## src/rtl/tlbg_pkg.sv

```systemverilog
package tlbg_pkg;

   typedef enum logic [1:0] {
      ACC_LOAD  = 2'b00,
      ACC_STORE = 2'b01,
      ACC_FETCH = 2'b10,
      ACC_RSVD  = 2'b11
   } acc_e;

   typedef struct packed {
      logic x;
      logic w;
      logic r;
   } perm_t;

   function automatic logic perm_allows(perm_t p, acc_e a);
      case (a)
         ACC_LOAD:  return p.r;
         ACC_STORE: return p.w;
         ACC_FETCH: return p.x;
         default:   return 1'b0;
      endcase
   endfunction

endpackage

```

## src/rtl/tlbg_entry.sv

```systemverilog
module tlbg_entry
   import tlbg_pkg::*;
#(
   parameter int VPN_W = 20,
   parameter int PID_W = 8,
   parameter int PPN_W = 16
) (
   input  logic             clk,
   input  logic             rst_n,
   input  logic             clr,
   input  logic             we,
   input  logic [VPN_W-1:0] wr_vpn,
   input  logic [PID_W-1:0] wr_pid,
   input  logic [PPN_W-1:0] wr_ppn,
   input  perm_t            wr_perm,
   input  logic [VPN_W-1:0] lk_vpn,
   input  logic [PID_W-1:0] lk_pid,
   output logic             lk_match,
   output logic             wr_match,
   output logic [PPN_W-1:0] ppn,
   output perm_t            perm
);

   logic             vld_q;
   logic [VPN_W-1:0] vpn_q;
   logic [PID_W-1:0] pid_q;

   always_ff @(posedge clk or negedge rst_n) begin
      if (!rst_n) begin
         vld_q <= 1'b0;
         vpn_q <= '0;
         pid_q <= '0;
         ppn   <= '0;
         perm  <= '0;
      end else if (clr) begin
         vld_q <= 1'b0;
      end else if (we) begin
         vld_q <= 1'b1;
         vpn_q <= wr_vpn;
         pid_q <= wr_pid;
         ppn   <= wr_ppn;
         perm  <= wr_perm;
      end
   end

   assign lk_match = vld_q && (vpn_q == lk_vpn) && (pid_q == lk_pid);
   assign wr_match = vld_q && (vpn_q == wr_vpn) && (pid_q == wr_pid);

endmodule

```

## src/rtl/tlbg_rr_ptr.sv

```systemverilog
module tlbg_rr_ptr #(
   parameter int IDX_W = 4
) (
   input  logic             clk,
   input  logic             rst_n,
   input  logic             step,
   output logic [IDX_W-1:0] ptr
);

   always_ff @(posedge clk or negedge rst_n) begin
      if (!rst_n)    ptr <= '0;
      else if (step) ptr <= ptr + 1'b1;
   end

endmodule

```

## src/rtl/tlbg_onehot_mux.sv

```systemverilog
module tlbg_onehot_mux
   import tlbg_pkg::*;
#(
   parameter int N     = 16,
   parameter int PPN_W = 16
) (
   input  logic [N-1:0]            sel,
   input  logic [N-1:0][PPN_W-1:0] ppn_in,
   input  perm_t [N-1:0]           perm_in,
   output logic [PPN_W-1:0]        ppn_out,
   output perm_t                   perm_out
);

   always_comb begin
      ppn_out  = '0;
      perm_out = '0;
      for (int i = 0; i < N; i++) begin
         ppn_out  = ppn_out  | (ppn_in[i]  & {PPN_W{sel[i]}});
         perm_out = perm_out | (perm_in[i] & {3{sel[i]}});
      end
   end

endmodule

```

## src/rtl/tlb_xlate_guard.sv

```systemverilog
module tlb_xlate_guard
   import tlbg_pkg::*;
#(
   parameter int ENTRIES = 16,
   parameter int VPN_W   = 20,
   parameter int PID_W   = 8,
   parameter int PPN_W   = 16
) (
   input  logic             clk,
   input  logic             rst_n,
   input  logic [VPN_W-1:0] lk_vpn,
   input  logic [PID_W-1:0] lk_pid,
   input  logic [1:0]       lk_acc,
   output logic             lk_hit,
   output logic             lk_fault,
   output logic [PPN_W-1:0] lk_ppn,
   input  logic             fill_en,
   input  logic [VPN_W-1:0] fill_vpn,
   input  logic [PID_W-1:0] fill_pid,
   input  logic [PPN_W-1:0] fill_ppn,
   input  logic [2:0]       fill_perm,
   input  logic             flush_all
);

   localparam int IDX_W = $clog2(ENTRIES);

   if (ENTRIES < 2 || (ENTRIES & (ENTRIES - 1)) != 0) begin : g_bad_entries
      $error("ENTRIES must be a power of two of at least 2");
   end
   if (VPN_W < 1 || PID_W < 1 || PPN_W < 1) begin : g_bad_width
      $error("field widths must be positive");
   end

   logic [ENTRIES-1:0]            lk_match;
   logic [ENTRIES-1:0]            fl_match;
   logic [ENTRIES-1:0]            we;
   logic [ENTRIES-1:0][PPN_W-1:0] ent_ppn;
   perm_t [ENTRIES-1:0]           ent_perm;
   logic [IDX_W-1:0]              rr_ptr;
   logic                          fill_go;
   logic                          fill_hit;
   logic [PPN_W-1:0]              sel_ppn;
   perm_t                         sel_perm;
   logic                          allowed;

   assign fill_go  = fill_en && !flush_all;
   assign fill_hit = |fl_match;

   for (genvar i = 0; i < ENTRIES; i++) begin : g_ent
      assign we[i] = fill_go && (fill_hit ? fl_match[i] : (rr_ptr == IDX_W'(i)));

      tlbg_entry #(
         .VPN_W (VPN_W),
         .PID_W (PID_W),
         .PPN_W (PPN_W)
      ) u_ent (
         .clk      (clk),
         .rst_n    (rst_n),
         .clr      (flush_all),
         .we       (we[i]),
         .wr_vpn   (fill_vpn),
         .wr_pid   (fill_pid),
         .wr_ppn   (fill_ppn),
         .wr_perm  (perm_t'(fill_perm)),
         .lk_vpn   (lk_vpn),
         .lk_pid   (lk_pid),
         .lk_match (lk_match[i]),
         .wr_match (fl_match[i]),
         .ppn      (ent_ppn[i]),
         .perm     (ent_perm[i])
      );
   end

   tlbg_rr_ptr #(
      .IDX_W (IDX_W)
   ) u_rr (
      .clk   (clk),
      .rst_n (rst_n),
      .step  (fill_go && !fill_hit),
      .ptr   (rr_ptr)
   );

   tlbg_onehot_mux #(
      .N     (ENTRIES),
      .PPN_W (PPN_W)
   ) u_mux (
      .sel      (lk_match),
      .ppn_in   (ent_ppn),
      .perm_in  (ent_perm),
      .ppn_out  (sel_ppn),
      .perm_out (sel_perm)
   );

   assign allowed  = perm_allows(sel_perm, acc_e'(lk_acc));
   assign lk_hit   = |lk_match;
   assign lk_fault = lk_hit && !allowed;
   assign lk_ppn   = (lk_hit && allowed) ? sel_ppn : '0;

endmodule

```

## config.mk

```make
export PLATFORM = sky130hd
export DESIGN_NAME = tlb_xlate_guard
export DESIGN_NICKNAME = d
export VERILOG_FILES = /design/src/rtl/tlbg_pkg.sv /design/src/rtl/tlbg_entry.sv /design/src/rtl/tlbg_rr_ptr.sv /design/src/rtl/tlbg_onehot_mux.sv /design/src/rtl/tlb_xlate_guard.sv
export SDC_FILE = /design/constraint.sdc
export NUM_CORES = 2
export LEC_CHECK = 0
export BUFFER_PORTS_ARGS = -buffer_cell sky130_fd_sc_hd__buf_4
export CORE_ASPECT_RATIO = 0.6
export CORE_UTILIZATION = 40
export CTS_CLUSTER_DIAMETER = 50
export CTS_CLUSTER_SIZE = 10
export DETAILED_ROUTE_END_ITERATION = 16
export SYNTH_ARGS = -nofsm -noshare
export SYNTH_HDL_FRONTEND = slang
export SYNTH_HIERARCHICAL = 1
export SYNTH_SLANG_ARGS = --single-unit
```

## constraint.sdc

```tcl
create_clock -name clk -period 2.74 [get_ports clk]
set_input_delay 0.411 -clock clk [delete_from_list [all_inputs] [get_ports clk]]
set_output_delay 0.411 -clock clk [all_outputs]
set_load 0.005 [all_outputs]
```

==> flow_summary.ini <==
[power]
vdd_drop_max_mv = 0.5151
finalPower_w = 0.05000
p_leak_nw = 25.22
p_per_area_nw_per_um2 = 924.9

[clocking]
clk_pin_slew_ns = 0.06
root_buffer = clkbuf_16
cts_tree = yes
cts_htree_levels = 3
cts_made_buffers = 92
clockBufferDepth = 3
clkLatencyLatePin_ns = 0.70
clock_sinks = 772

[timing]
maxSlewHeadroom_pct = 47.00
finalHoldViolCount = 0
worst_pin_slew_ns = 0.7950
layout_min_cycle_time_ns = 4.066
fin_ws_ns = -1.326
finClkSkew_ns = 0.03125
finalMaxSlewViolations = 0
finalSetupViolations = 788
fin_crit_sh_pct = 148.4
fmaxAchievable_mhz = 245.9
grt_setup_unrepaired = true

[detailed_routing]
ant_nets = 0
routed-via-count = 30070
wl_um = 150300
drc = 0
detail_route.wl_per_cell_um = 27.97
routed_via_density = 5.597
dr.pass1.iters = 5
drt_iter0_drc = 2779

[logic_synthesis]
synthesis.nets = 3247
synth-edff-count = 0
synth_area_um2 = 41060
avgSynthCellArea_um2 = 12.97
yosysSeqAreaShare_pct = 47.05
ys_ff_latch = 772
synthCells = 3165
async_flop_share_pct = 100.0
ys_warn_count = 6
synth_flop_cell = dfrtp_1
synth_cell_types = 35

[die]
die_area_um2 = 104000
start_util_pct = 40.60
die_h_um = 250.2
dieWidth_um = 415.6
num_rows = 90
ios = 99
core_area_um2 = 101100

[placed_design]
hpwl_um = 107800
gp_congestion = 0.9815
placedCellCount = 5181
io_buffers = 98
placed_cell_area_um2 = 49320
pre_cts_slack_ns = -1.280

[setup_path]
worst_ep_required_time_ns = 2.33
arrival_ns = 3.65
worstSetupPathType = flip-flop to output pin
crit_path_end_kind = output pin
crit_fanout = 17
crit_path_start_kind = flip-flop

[global_routing]
grt_pass1_vias = 29320
overflow = 0
use_met2_pct = 32.19
busiest_layer = met1
grt_use_total_pct = 28.76
grt_max_degree = 123
grt_pass1_wl_um = 216700
grtUsageMet3_pct = 12.90
antenna_found_initial = 8
grtUsageMet1_pct = 47.74

[cells_and_area]
final_common_cell = dfrtp_1
most-common-layout-cells = dfrtp_1 (746), mux2_2 (744), buf_4 (713), xor2_1 (596), xnor2_1 (289)
final_util_pct = 53.46
layout-drive-gt1-share_pct = 48.12
nFillCells = 8558
fin_nets = 4094
area_delta_synth_final_pct = 31.66
final_cells = 5372
fin_area_um2 = 54060

[flow_run]
drv_cap = 0

[status]
status = complete, but fails checks
violations = negative setup slack

[min_path]
hp-class = primary input to flip-flop
-- where the power goes --
group / leakage (nW) / internal [W] / switching [W]
Combinational: 13.7 / 0.00991 / 0.00812
Sequential: 10.3 / 0.0162 / 0.00442
Clock: 1.28 / 0.00641 / 0.00496
Total: 25.2 / 0.0325 / 0.0175
-- flip-flops by register name, indices dropped and copies added, names as in the netlist --
name	count
g_ent.u_ent/perm	48
g_ent.u_ent/ppn	256
g_ent.u_ent/pid_q	128
g_ent.u_ent/vld_q	16
u_rr/ptr	4
g_ent.u_ent/vpn_q	320
-- routing by layer --
metal,share of wire [%],up-vias
met5,0.12,-
met4,1.5,12
met3,14,144
met2,34,1370
met1,50,15420
li1,-,13130
-- cells by family after synthesis --
| logic type | count (synthesis) | share of synthesized area, % |
|---|---|---|
| XOR/XNOR | 899 | 19.18 |
| flip-flops | 772 | 47.05 |
| multiplexers | 754 | 20.68 |
| AND/OR/NAND/NOR | 452 | 7.100 |
| AO/OA/AOI/OAI | 169 | 3.456 |
| buffers and inverters | 118 | 2.511 |
| adder cells (fa/ha/maj) | 1 | 0.03047 |
-- metrics by stage --
step | hold slack [ns] | setup TNS (ns)
floorplan | 0.1154 | 0
global placement | 0.3450 | -945.85
detailed placement | 0.3405 | -965.78
CTS | 0.05802 | -353.42
global route | 0.09894 | -494.45
finish | 0.1019 | -452.97
-- cells in the mapped netlist, drive strengths merged, types with 20 or more instances --
cell / number / area (um^2)
mux2: 753 / 8479
nand3: 32 / 160.2
nor2: 33 / 123.9
nor2b: 20 / 125.1
xnor2: 290 / 2540
nor4: 168 / 1294
buf: 111 / 1005
a221oi: 76 / 665.6
nand4: 121 / 763.2
a22o: 76 / 665.6
nor3: 33 / 170.2
xor2: 609 / 5334
dfrtp: 772 / 19320
-- worst max-delay path, cell delays in order (launching register included) --
cell and delay (ns):
dfrtp_1 0.38, buf_4 0.14, xor2_1 0.16, nor4_4 0.39, nand3_1 0.21, nor4_4 0.28
buf_6 0.18, a22o_1 0.18, a221oi_2 0.05, nand4_1 0.16, mux2i_1 0.10, o21a_1 0.20
buf_12 0.17, nor3b_2 0.18, buf_4 0.14
-- repair_timing --
item | in CTS | in global routing
resized for setup | 143 | 93
setup endpoints to repair | 790 | 790
hold buffers | 1 | 0
gates cloned | 14 | 1
endpoints found under the hold margin | 100 | 0
buffers inserted | 31 | 29
pin swaps | 28 | 34
-- area by class of cell --
cell class | instances | area, um^2 | area share, %
clock buffers | 99 | 2370 | 4.384
clock inverters | 17 | 250.2 | 0.4629
repair buffers | 870 | 8367 | 15.48
multi-input cells | 2275 | 22030 | 40.76
well taps | 1334 | 1669 | 3.088
flip-flops and latches | 772 | 19350 | 35.80
inverters | 1 | 6.256 | 0.01157
diodes | 4 | 10.01 | 0.01852
-- worst paths after layout --
| path | to | cells after the start | slack (ns) | startpoint |
|---|---|---|---|---|
| max | lk_ppn[6] | 14 | -1.33 | g_ent[1].u_ent/pid_q[5]$_DFFE_PN0P_ |
| min | g_ent[1].u_ent/ppn[15]$_DFFE_PN0P_ | 2 | 0.10 | fill_ppn[15] |
| max reg2reg | g_ent[4].u_ent/ppn[10]$_DFFE_PN0P_ | 12 | -0.68 | g_ent[2].u_ent/vpn_q[4]$_DFFE_PN0P_ |
| min reg2reg | g_ent[13].u_ent/perm[0]$_DFFE_PN0P_ | 1 | 0.50 | g_ent[13].u_ent/perm[0]$_DFFE_PN0P_ |
| max in group asynchronous | g_ent[4].u_ent/pid_q[2]$_DFFE_PN0P_ | 3 | 1.45 | rst_n |
| min in group asynchronous | g_ent[2].u_ent/vpn_q[4]$_DFFE_PN0P_ | 2 | 0.21 | rst_n |
No activity file was read; power rests on OpenSTA's default activity.
